$ cat src/rtl/ius_pkg.sv
package ius_pkg;

  typedef enum logic {
    OP_FP  = 1'b0,
    OP_INT = 1'b1
  } op_kind_e;

  // cycles a warp of `warp` threads holds a datapath of `lanes` lanes
  function automatic int occ_cycles(input int warp, input int lanes);
    return (warp + lanes - 1) / lanes;
  endfunction

endpackage

$ cat src/rtl/ius_ready_queue.sv
module ius_ready_queue #(
  parameter int DEPTH = 8,
  parameter int TAG_W = 4
) (
  input  logic                        clk,
  input  logic                        rst,
  input  logic                        push_vld,
  input  logic                        push_int,
  input  logic [TAG_W-1:0]            push_tag,
  input  logic [DEPTH-1:0]            pop_mask,
  output logic [DEPTH-1:0]            ent_vld,
  output logic [DEPTH-1:0]            ent_int,
  output logic [DEPTH-1:0][TAG_W-1:0] ent_tag,
  output logic                        full
);

  logic [DEPTH-1:0]            n_vld;
  logic [DEPTH-1:0]            n_int;
  logic [DEPTH-1:0][TAG_W-1:0] n_tag;
  int                          wr;

  assign full = ent_vld[DEPTH-1];

  // survivors slide toward slot 0 keeping age order; a new entry lands behind them
  always_comb begin
    n_vld = '0;
    n_int = '0;
    n_tag = '0;
    wr    = 0;
    for (int i = 0; i < DEPTH; i++) begin
      if (ent_vld[i] && !pop_mask[i]) begin
        for (int k = 0; k < DEPTH; k++) begin
          if (k == wr) begin
            n_vld[k] = 1'b1;
            n_int[k] = ent_int[i];
            n_tag[k] = ent_tag[i];
          end
        end
        wr = wr + 1;
      end
    end
    if (push_vld && !full) begin
      for (int k = 0; k < DEPTH; k++) begin
        if (k == wr) begin
          n_vld[k] = 1'b1;
          n_int[k] = push_int;
          n_tag[k] = push_tag;
        end
      end
    end
  end

  always_ff @(posedge clk) begin
    if (rst) begin
      ent_vld <= '0;
      ent_int <= '0;
      ent_tag <= '0;
    end else begin
      ent_vld <= n_vld;
      ent_int <= n_int;
      ent_tag <= n_tag;
    end
  end

endmodule

$ cat src/rtl/ius_picker.sv
module ius_picker
  import ius_pkg::*;
#(
  parameter int DEPTH = 8
) (
  input  logic [DEPTH-1:0] ent_vld,
  input  logic [DEPTH-1:0] ent_int,
  input  logic             free_a,
  input  logic             free_b,
  output logic [DEPTH-1:0] a_sel,
  output logic [DEPTH-1:0] b_sel
);

  logic [DEPTH-1:0] first;
  logic [DEPTH-1:0] second;
  logic             f0;
  logic             f1;
  logic             seen;
  logic             first_int;
  logic             first_to_b;
  logic             rem_a;
  logic             rem_b;

  always_comb begin
    // oldest entry that fits any free datapath
    first     = '0;
    f0        = 1'b0;
    first_int = 1'b0;
    for (int i = 0; i < DEPTH; i++) begin
      if (!f0 && ent_vld[i] &&
          ((op_kind_e'(ent_int[i]) == OP_INT) ? free_b : (free_a || free_b))) begin
        f0        = 1'b1;
        first[i]  = 1'b1;
        first_int = ent_int[i];
      end
    end
    // integer work must use B; float work prefers A
    first_to_b = first_int || !free_a;
    rem_a      = f0 && first_to_b && free_a;
    rem_b      = f0 && !first_to_b && free_b;

    // next younger entry that fits the datapath still open
    second = '0;
    f1     = 1'b0;
    seen   = 1'b0;
    for (int i = 0; i < DEPTH; i++) begin
      if (!f1 && seen && ent_vld[i] && (rem_a ? !ent_int[i] : rem_b)) begin
        f1        = 1'b1;
        second[i] = 1'b1;
      end
      if (first[i]) seen = 1'b1;
    end

    a_sel = first_to_b ? second : first;
    b_sel = first_to_b ? first  : second;
  end

endmodule

$ cat src/rtl/ius_port_busy.sv
module ius_port_busy #(
  parameter int BUSY = 2
) (
  input  logic clk,
  input  logic rst,
  input  logic take,
  output logic free
);

  localparam int CW = (BUSY > 1) ? $clog2(BUSY) : 1;

  logic [CW-1:0] left;

  assign free = (left == '0);

  always_ff @(posedge clk) begin
    if (rst)               left <= '0;
    else if (take)         left <= CW'(BUSY - 1);
    else if (left != '0)   left <= left - 1'b1;
  end

endmodule

$ cat src/rtl/ius_lat_stub.sv
module ius_lat_stub #(
  parameter int LAT   = 4,
  parameter int TAG_W = 4
) (
  input  logic             clk,
  input  logic             rst,
  input  logic             in_vld,
  input  logic [TAG_W-1:0] in_tag,
  output logic             out_vld,
  output logic [TAG_W-1:0] out_tag
);

  logic [LAT-1:0]            pv;
  logic [LAT-1:0][TAG_W-1:0] pt;

  always_ff @(posedge clk) begin
    if (rst) begin
      pv <= '0;
      pt <= '0;
    end else begin
      pv[0] <= in_vld;
      pt[0] <= in_tag;
      for (int s = 1; s < LAT; s++) begin
        pv[s] <= pv[s-1];
        pt[s] <= pt[s-1];
      end
    end
  end

  assign out_vld = pv[LAT-1];
  assign out_tag = pt[LAT-1];

endmodule

$ cat src/rtl/dual_issue_unit.sv
module dual_issue_unit
  import ius_pkg::*;
#(
  parameter int DEPTH = 8,
  parameter int TAG_W = 4,
  parameter int WARP  = 32,
  parameter int LANES = 16,
  parameter int LAT   = 4
) (
  input  logic             clk,
  input  logic             rst,
  input  logic             in_vld,
  input  logic             in_int,
  input  logic [TAG_W-1:0] in_tag,
  output logic             in_rdy,
  output logic             iss_a_vld,
  output logic [TAG_W-1:0] iss_a_tag,
  output logic             iss_b_vld,
  output logic             iss_b_int,
  output logic [TAG_W-1:0] iss_b_tag,
  output logic             done_a_vld,
  output logic [TAG_W-1:0] done_a_tag,
  output logic             done_b_vld,
  output logic [TAG_W-1:0] done_b_tag
);

  localparam int BUSY  = occ_cycles(WARP, LANES);
  localparam int NPORT = 2;

  logic [DEPTH-1:0]            ent_vld;
  logic [DEPTH-1:0]            ent_int;
  logic [DEPTH-1:0][TAG_W-1:0] ent_tag;
  logic                        full;
  logic [DEPTH-1:0]            a_sel;
  logic [DEPTH-1:0]            b_sel;
  logic [NPORT-1:0]            take;
  logic [NPORT-1:0]            free;
  logic [TAG_W-1:0]            a_tag_mux;
  logic [TAG_W-1:0]            b_tag_mux;
  logic                        pick_a_int;
  logic                        pick_b_int;
  logic                        pick_a;
  logic                        pick_b;
  logic [NPORT-1:0]            iss_vld;
  logic [NPORT-1:0][TAG_W-1:0] iss_tag;
  logic [NPORT-1:0]            dn_vld;
  logic [NPORT-1:0][TAG_W-1:0] dn_tag;

  ius_ready_queue #(.DEPTH(DEPTH), .TAG_W(TAG_W)) u_q (
    .clk      (clk),
    .rst      (rst),
    .push_vld (in_vld),
    .push_int (in_int),
    .push_tag (in_tag),
    .pop_mask (a_sel | b_sel),
    .ent_vld  (ent_vld),
    .ent_int  (ent_int),
    .ent_tag  (ent_tag),
    .full     (full)
  );

  ius_picker #(.DEPTH(DEPTH)) u_pick (
    .ent_vld (ent_vld),
    .ent_int (ent_int),
    .free_a  (free[0]),
    .free_b  (free[1]),
    .a_sel   (a_sel),
    .b_sel   (b_sel)
  );

  assign pick_a  = |a_sel;
  assign pick_b  = |b_sel;
  assign take    = {pick_b, pick_a};
  assign in_rdy  = !full;

  always_comb begin
    a_tag_mux  = '0;
    b_tag_mux  = '0;
    pick_a_int = 1'b0;
    pick_b_int = 1'b0;
    for (int i = 0; i < DEPTH; i++) begin
      a_tag_mux  = a_tag_mux | (ent_tag[i] & {TAG_W{a_sel[i]}});
      b_tag_mux  = b_tag_mux | (ent_tag[i] & {TAG_W{b_sel[i]}});
      pick_a_int = pick_a_int | (ent_int[i] & a_sel[i]);
      pick_b_int = pick_b_int | (ent_int[i] & b_sel[i]);
    end
  end

  always_ff @(posedge clk) begin
    if (rst) begin
      iss_vld   <= '0;
      iss_tag   <= '0;
      iss_b_int <= 1'b0;
    end else begin
      iss_vld   <= {pick_b, pick_a};
      iss_tag   <= {b_tag_mux, a_tag_mux};
      iss_b_int <= pick_b_int;
    end
  end

  for (genvar g = 0; g < NPORT; g++) begin : g_port
    ius_port_busy #(.BUSY(BUSY)) u_busy (
      .clk  (clk),
      .rst  (rst),
      .take (take[g]),
      .free (free[g])
    );
    ius_lat_stub #(.LAT(LAT), .TAG_W(TAG_W)) u_stub (
      .clk     (clk),
      .rst     (rst),
      .in_vld  (iss_vld[g]),
      .in_tag  (iss_tag[g]),
      .out_vld (dn_vld[g]),
      .out_tag (dn_tag[g])
    );
  end

  assign iss_a_vld  = iss_vld[0];
  assign iss_a_tag  = iss_tag[0];
  assign iss_b_vld  = iss_vld[1];
  assign iss_b_tag  = iss_tag[1];
  assign done_a_vld = dn_vld[0];
  assign done_a_tag = dn_tag[0];
  assign done_b_vld = dn_vld[1];
  assign done_b_tag = dn_tag[1];

endmodule

$ cat config.mk
export PLATFORM = sky130hd
export DESIGN_NAME = dual_issue_unit
export DESIGN_NICKNAME = d
export VERILOG_FILES = /design/src/rtl/ius_pkg.sv /design/src/rtl/ius_ready_queue.sv /design/src/rtl/ius_picker.sv /design/src/rtl/ius_port_busy.sv /design/src/rtl/ius_lat_stub.sv /design/src/rtl/dual_issue_unit.sv
export SDC_FILE = /design/constraint.sdc
export NUM_CORES = 1
export LEC_CHECK = 0
export CAP_MARGIN = 20
export CORE_ASPECT_RATIO = 2
export CORE_MARGIN = 3
export CORE_UTILIZATION = 57
export DETAILED_ROUTE_END_ITERATION = 16
export GPL_ROUTABILITY_DRIVEN = 0
export GPL_TIMING_DRIVEN = 0
export PLACE_DENSITY = 0.78
export SLEW_MARGIN = 5
export SYNTH_ARGS = -nofsm -noshare
export SYNTH_HDL_FRONTEND = slang
export SYNTH_SLANG_ARGS = --single-unit
$ cat constraint.sdc
create_clock -name clk -period 7.5 [get_ports clk]
set_input_delay 1.875 -clock clk [delete_from_list [all_inputs] [get_ports clk]]
set_output_delay 1.875 -clock clk [all_outputs]
set_load 0.005 [all_outputs]
==> impl_metrics.toml <==
[detailed_routing]
wl_per_cell_um = 23.7
drt-vias-per-instance = 6.86
vias = 9228
drc = 0
drtPass1Iterations = 7
routed_wl_mm = 31.9
drt_iter0_markers = 1201
ant_nets = 0

[global_route]
globalRouteOverflowTotal = 0
grt_pass1_wl_mm = 48.2
grt_max_degree = 20
grt_pass1_vias = 8686
grt_usage_pct = 38.8
antenna_found_initial = 0

[critical_path]
path_class = "reg -> reg"
cp_slowest_cell = "fa_2"
cp_common_cell = "ha_1"
crit_arrival_ns = 7.51
end_kind = "register"
max_stage_delay_ns = 0.68
crit_path_max_fanout = 10
cp-start-kind = "register"
required_ns = 7.73

[power]
total_power_mw = 1.11
power.leakage_nw = 3.76
powerDensity_nw_per_um2 = 115
irDropWorstVdd_mv = 0.133

[clocking]
cts_tree = "done"
cts_hold_buf = 0
ctsHtreeMaxLevel = 3
path_clk_slew_ns = 0.08
clk_latency_ns = 0.36
cts_sinks = 99
cts_max_path_buffers = 2
cts_buffers = 9
cts_root_buf = "clkbuf_16"

[synthesis]
ys.flop_type = "dfxtp_1"
synthCells = 1088
synth-seq-area-share_pct = 23.5
syn_avg_cell_area_um2 = 7.75
synth-edff-count = 0
yosysWarnings = 0
synthDistinctLibCells = 93
ys_ff_latch = 99
synthArstFlopShare_pct = 0
synth_area_um2 = 8430
synth_nets = 1123

[timing]
drv_slew = 0
tightest_slew_ns = 1.05
fin_skew_ns = 0.0120
hold_viol = 0
relSlewSlack_pct = 28.8
max_freq_ghz = 0.137
setup_viol = 0
min_period_ns = 7.27
fin_crit_sh_pct = 97.0
tns_ns = 0
grt_setup_unrepaired = "true"

[floorplanning]
die_w_um = 92
dieArea_um2 = 16400
initial_core_util_pct = 58.4
rows = 62
io_pins = 30
die_h_um = 178
coreArea_um2 = 14400

[placed_design]
hpwl_mm = 22.9
placed_area_um2 = 8970
port_buffers = 29

[cells_and_area]
layout-area-overhead-vs-synth_pct = 14.0
antenna_cells = 0
nets = 1183
final_cell_mix = "nand2_1, dfxtp_1, nor2_1"
final_cell_area_um2 = 9610
drive_above_1_share_pct = 16.2
final_common_cell = "nand2_1"
fillers = 1287

[flow_run]
cap_viol_max_count = 0

[worst_hold_path]
min_path_type = "reg -> reg"

[status]
status = "completed"
-- path summary, 6_finish.rpt --
check | slack (ns) | cells past startpoint | startpoint | endpoint
hold / removal | 0.44 | 1 | g_port[1].u_stub.pt[3] | g_port[1].u_stub.pt[7]
setup / recovery | 0.23 | 30 | u_q.ent_vld[0] | u_q.ent_vld[5]
setup reg to reg | 0.23 | 30 | u_q.ent_vld[0] | u_q.ent_vld[5]
hold reg to reg | 0.44 | 1 | g_port[1].u_stub.pt[3] | g_port[1].u_stub.pt[7]
-- critical path: cells and delay by family, from the launching register on --
kind | cells | cell delay [ns]
multiplexers | 1 | 0.20
buffers and inverters | 5 | 0.54
adder cells (fa/ha/maj) | 6 | 2.02
flip-flops | 1 | 0.39
AND/OR/NAND/NOR | 6 | 1.02
XOR/XNOR | 1 | 0.33
AO/OA/AOI/OAI | 11 | 2.65
-- registers in the layout (all words and copies together), names as in the netlist --
name,cells
g_port.u_stub.out_tag,8
g_port.u_stub.pt,24
g_port.u_stub.pv,8
iss_a_tag,4
iss_b_int,1
iss_b_tag,4
iss_vld,2
u_q.ent_int,8
u_q.ent_tag,32
u_q.ent_vld,8
-- layout make-up --
class	instances	area, µm²	area share (%)
clock inverter	7	91.3	0.950
timing repair buffer	49	463	4.82
tap	192	240	2.50
inverter	33	124	1.29
buffer	87	418	4.35
clock buffer	9	225	2.34
sequential	99	1990	20.7
multi-input combinational	869	6060	63.1
-- kinds of logic (layout without fill, tap and decap cells) --
kind of cell / after synthesis / in the layout / synth area share (%)
AOI/OAI and AO/OA: 264 / 264 / 22.1
xor gates and xnor gates: 10 / 11 / 2.31
adders and majority gates: 27 / 27 / 4.10
buffers and inverters: 121 / 185 / 6.32
DFF: 99 / 99 / 23.5
muxes: 107 / 107 / 13.8
and+or+nand+nor: 460 / 460 / 27.9
-- synthesized netlist by cell type, types with 6 or more instances --
master | count | area [µm²]
a211oi_1 | 26 | 195
a21oi_1 | 34 | 170
a221oi_1 | 15 | 131
a22oi_1 | 11 | 82.6
a31oi_1 | 13 | 81.3
and2_1 | 12 | 75.1
and3_1 | 15 | 93.8
buf_1 | 18 | 67.6
buf_2 | 12 | 60.1
buf_4 | 11 | 82.6
clkbuf_1 | 44 | 165
dfxtp_1 | 99 | 1980
ha_1 | 26 | 325
inv_1 | 30 | 113
mux2_2 | 52 | 586
mux2i_1 | 53 | 531
nand2_1 | 137 | 514
nand2b_1 | 13 | 81.3
nand3_1 | 39 | 195
nand4_1 | 13 | 81.3
nor2_1 | 97 | 364
nor2b_1 | 39 | 244
nor3_1 | 34 | 170
nor4_1 | 10 | 62.6
o211ai_1 | 11 | 82.6
o21ai_0 | 65 | 325
o21ai_1 | 9 | 45.0
o22ai_1 | 13 | 81.3
o31ai_1 | 9 | 67.6
o32ai_1 | 6 | 52.6
or3_1 | 8 | 50.1
-- per-stage QoR --
step	utilization [%]	cells	hold WS [ns]	worst slack (ns)
2_1_floorplan	-	1088	0.414	0.285
3_3_place_gp	62.1	1309	0.421	-1.16
3_5_place_dp	62.1	1310	0.429	-1.28
4_1_cts	64.9	1328	0.444	0.00152
5_1_grt	66.6	1345	0.463	-0.0604
6_report	66.6	1345	0.440	0.227
-- layer usage --
| metal | vias to the layer above | part of all wire, % | track usage, % |
|---|---|---|---|
| met5 | - | 0 | 0 |
| met4 | 0 | 11 | 31.4 |
| met3 | 246 | 9.2 | 8.61 |
| met2 | 690 | 48 | 66.7 |
| met1 | 4220 | 32 | 39.8 |
| li1 | 4072 | - | - |
-- power by group --
group	leakage, nW	switching [mW]	internal (mW)
clock network	0.152	0.230	0.268
registers	0.801	0.00314	0.529
logic	2.80	0.0509	0.0279
-- repair_timing --
| action | in CTS | in global routing |
|---|---|---|
| pin swaps | 4 | 7 |
| setup endpoints to repair | 48 | 48 |
| gates resized for setup | 16 | 22 |
| cloned | 0 | 1 |
| setup buffers | 3 | 12 |
No activity file was read; power rests on OpenSTA's default activity.
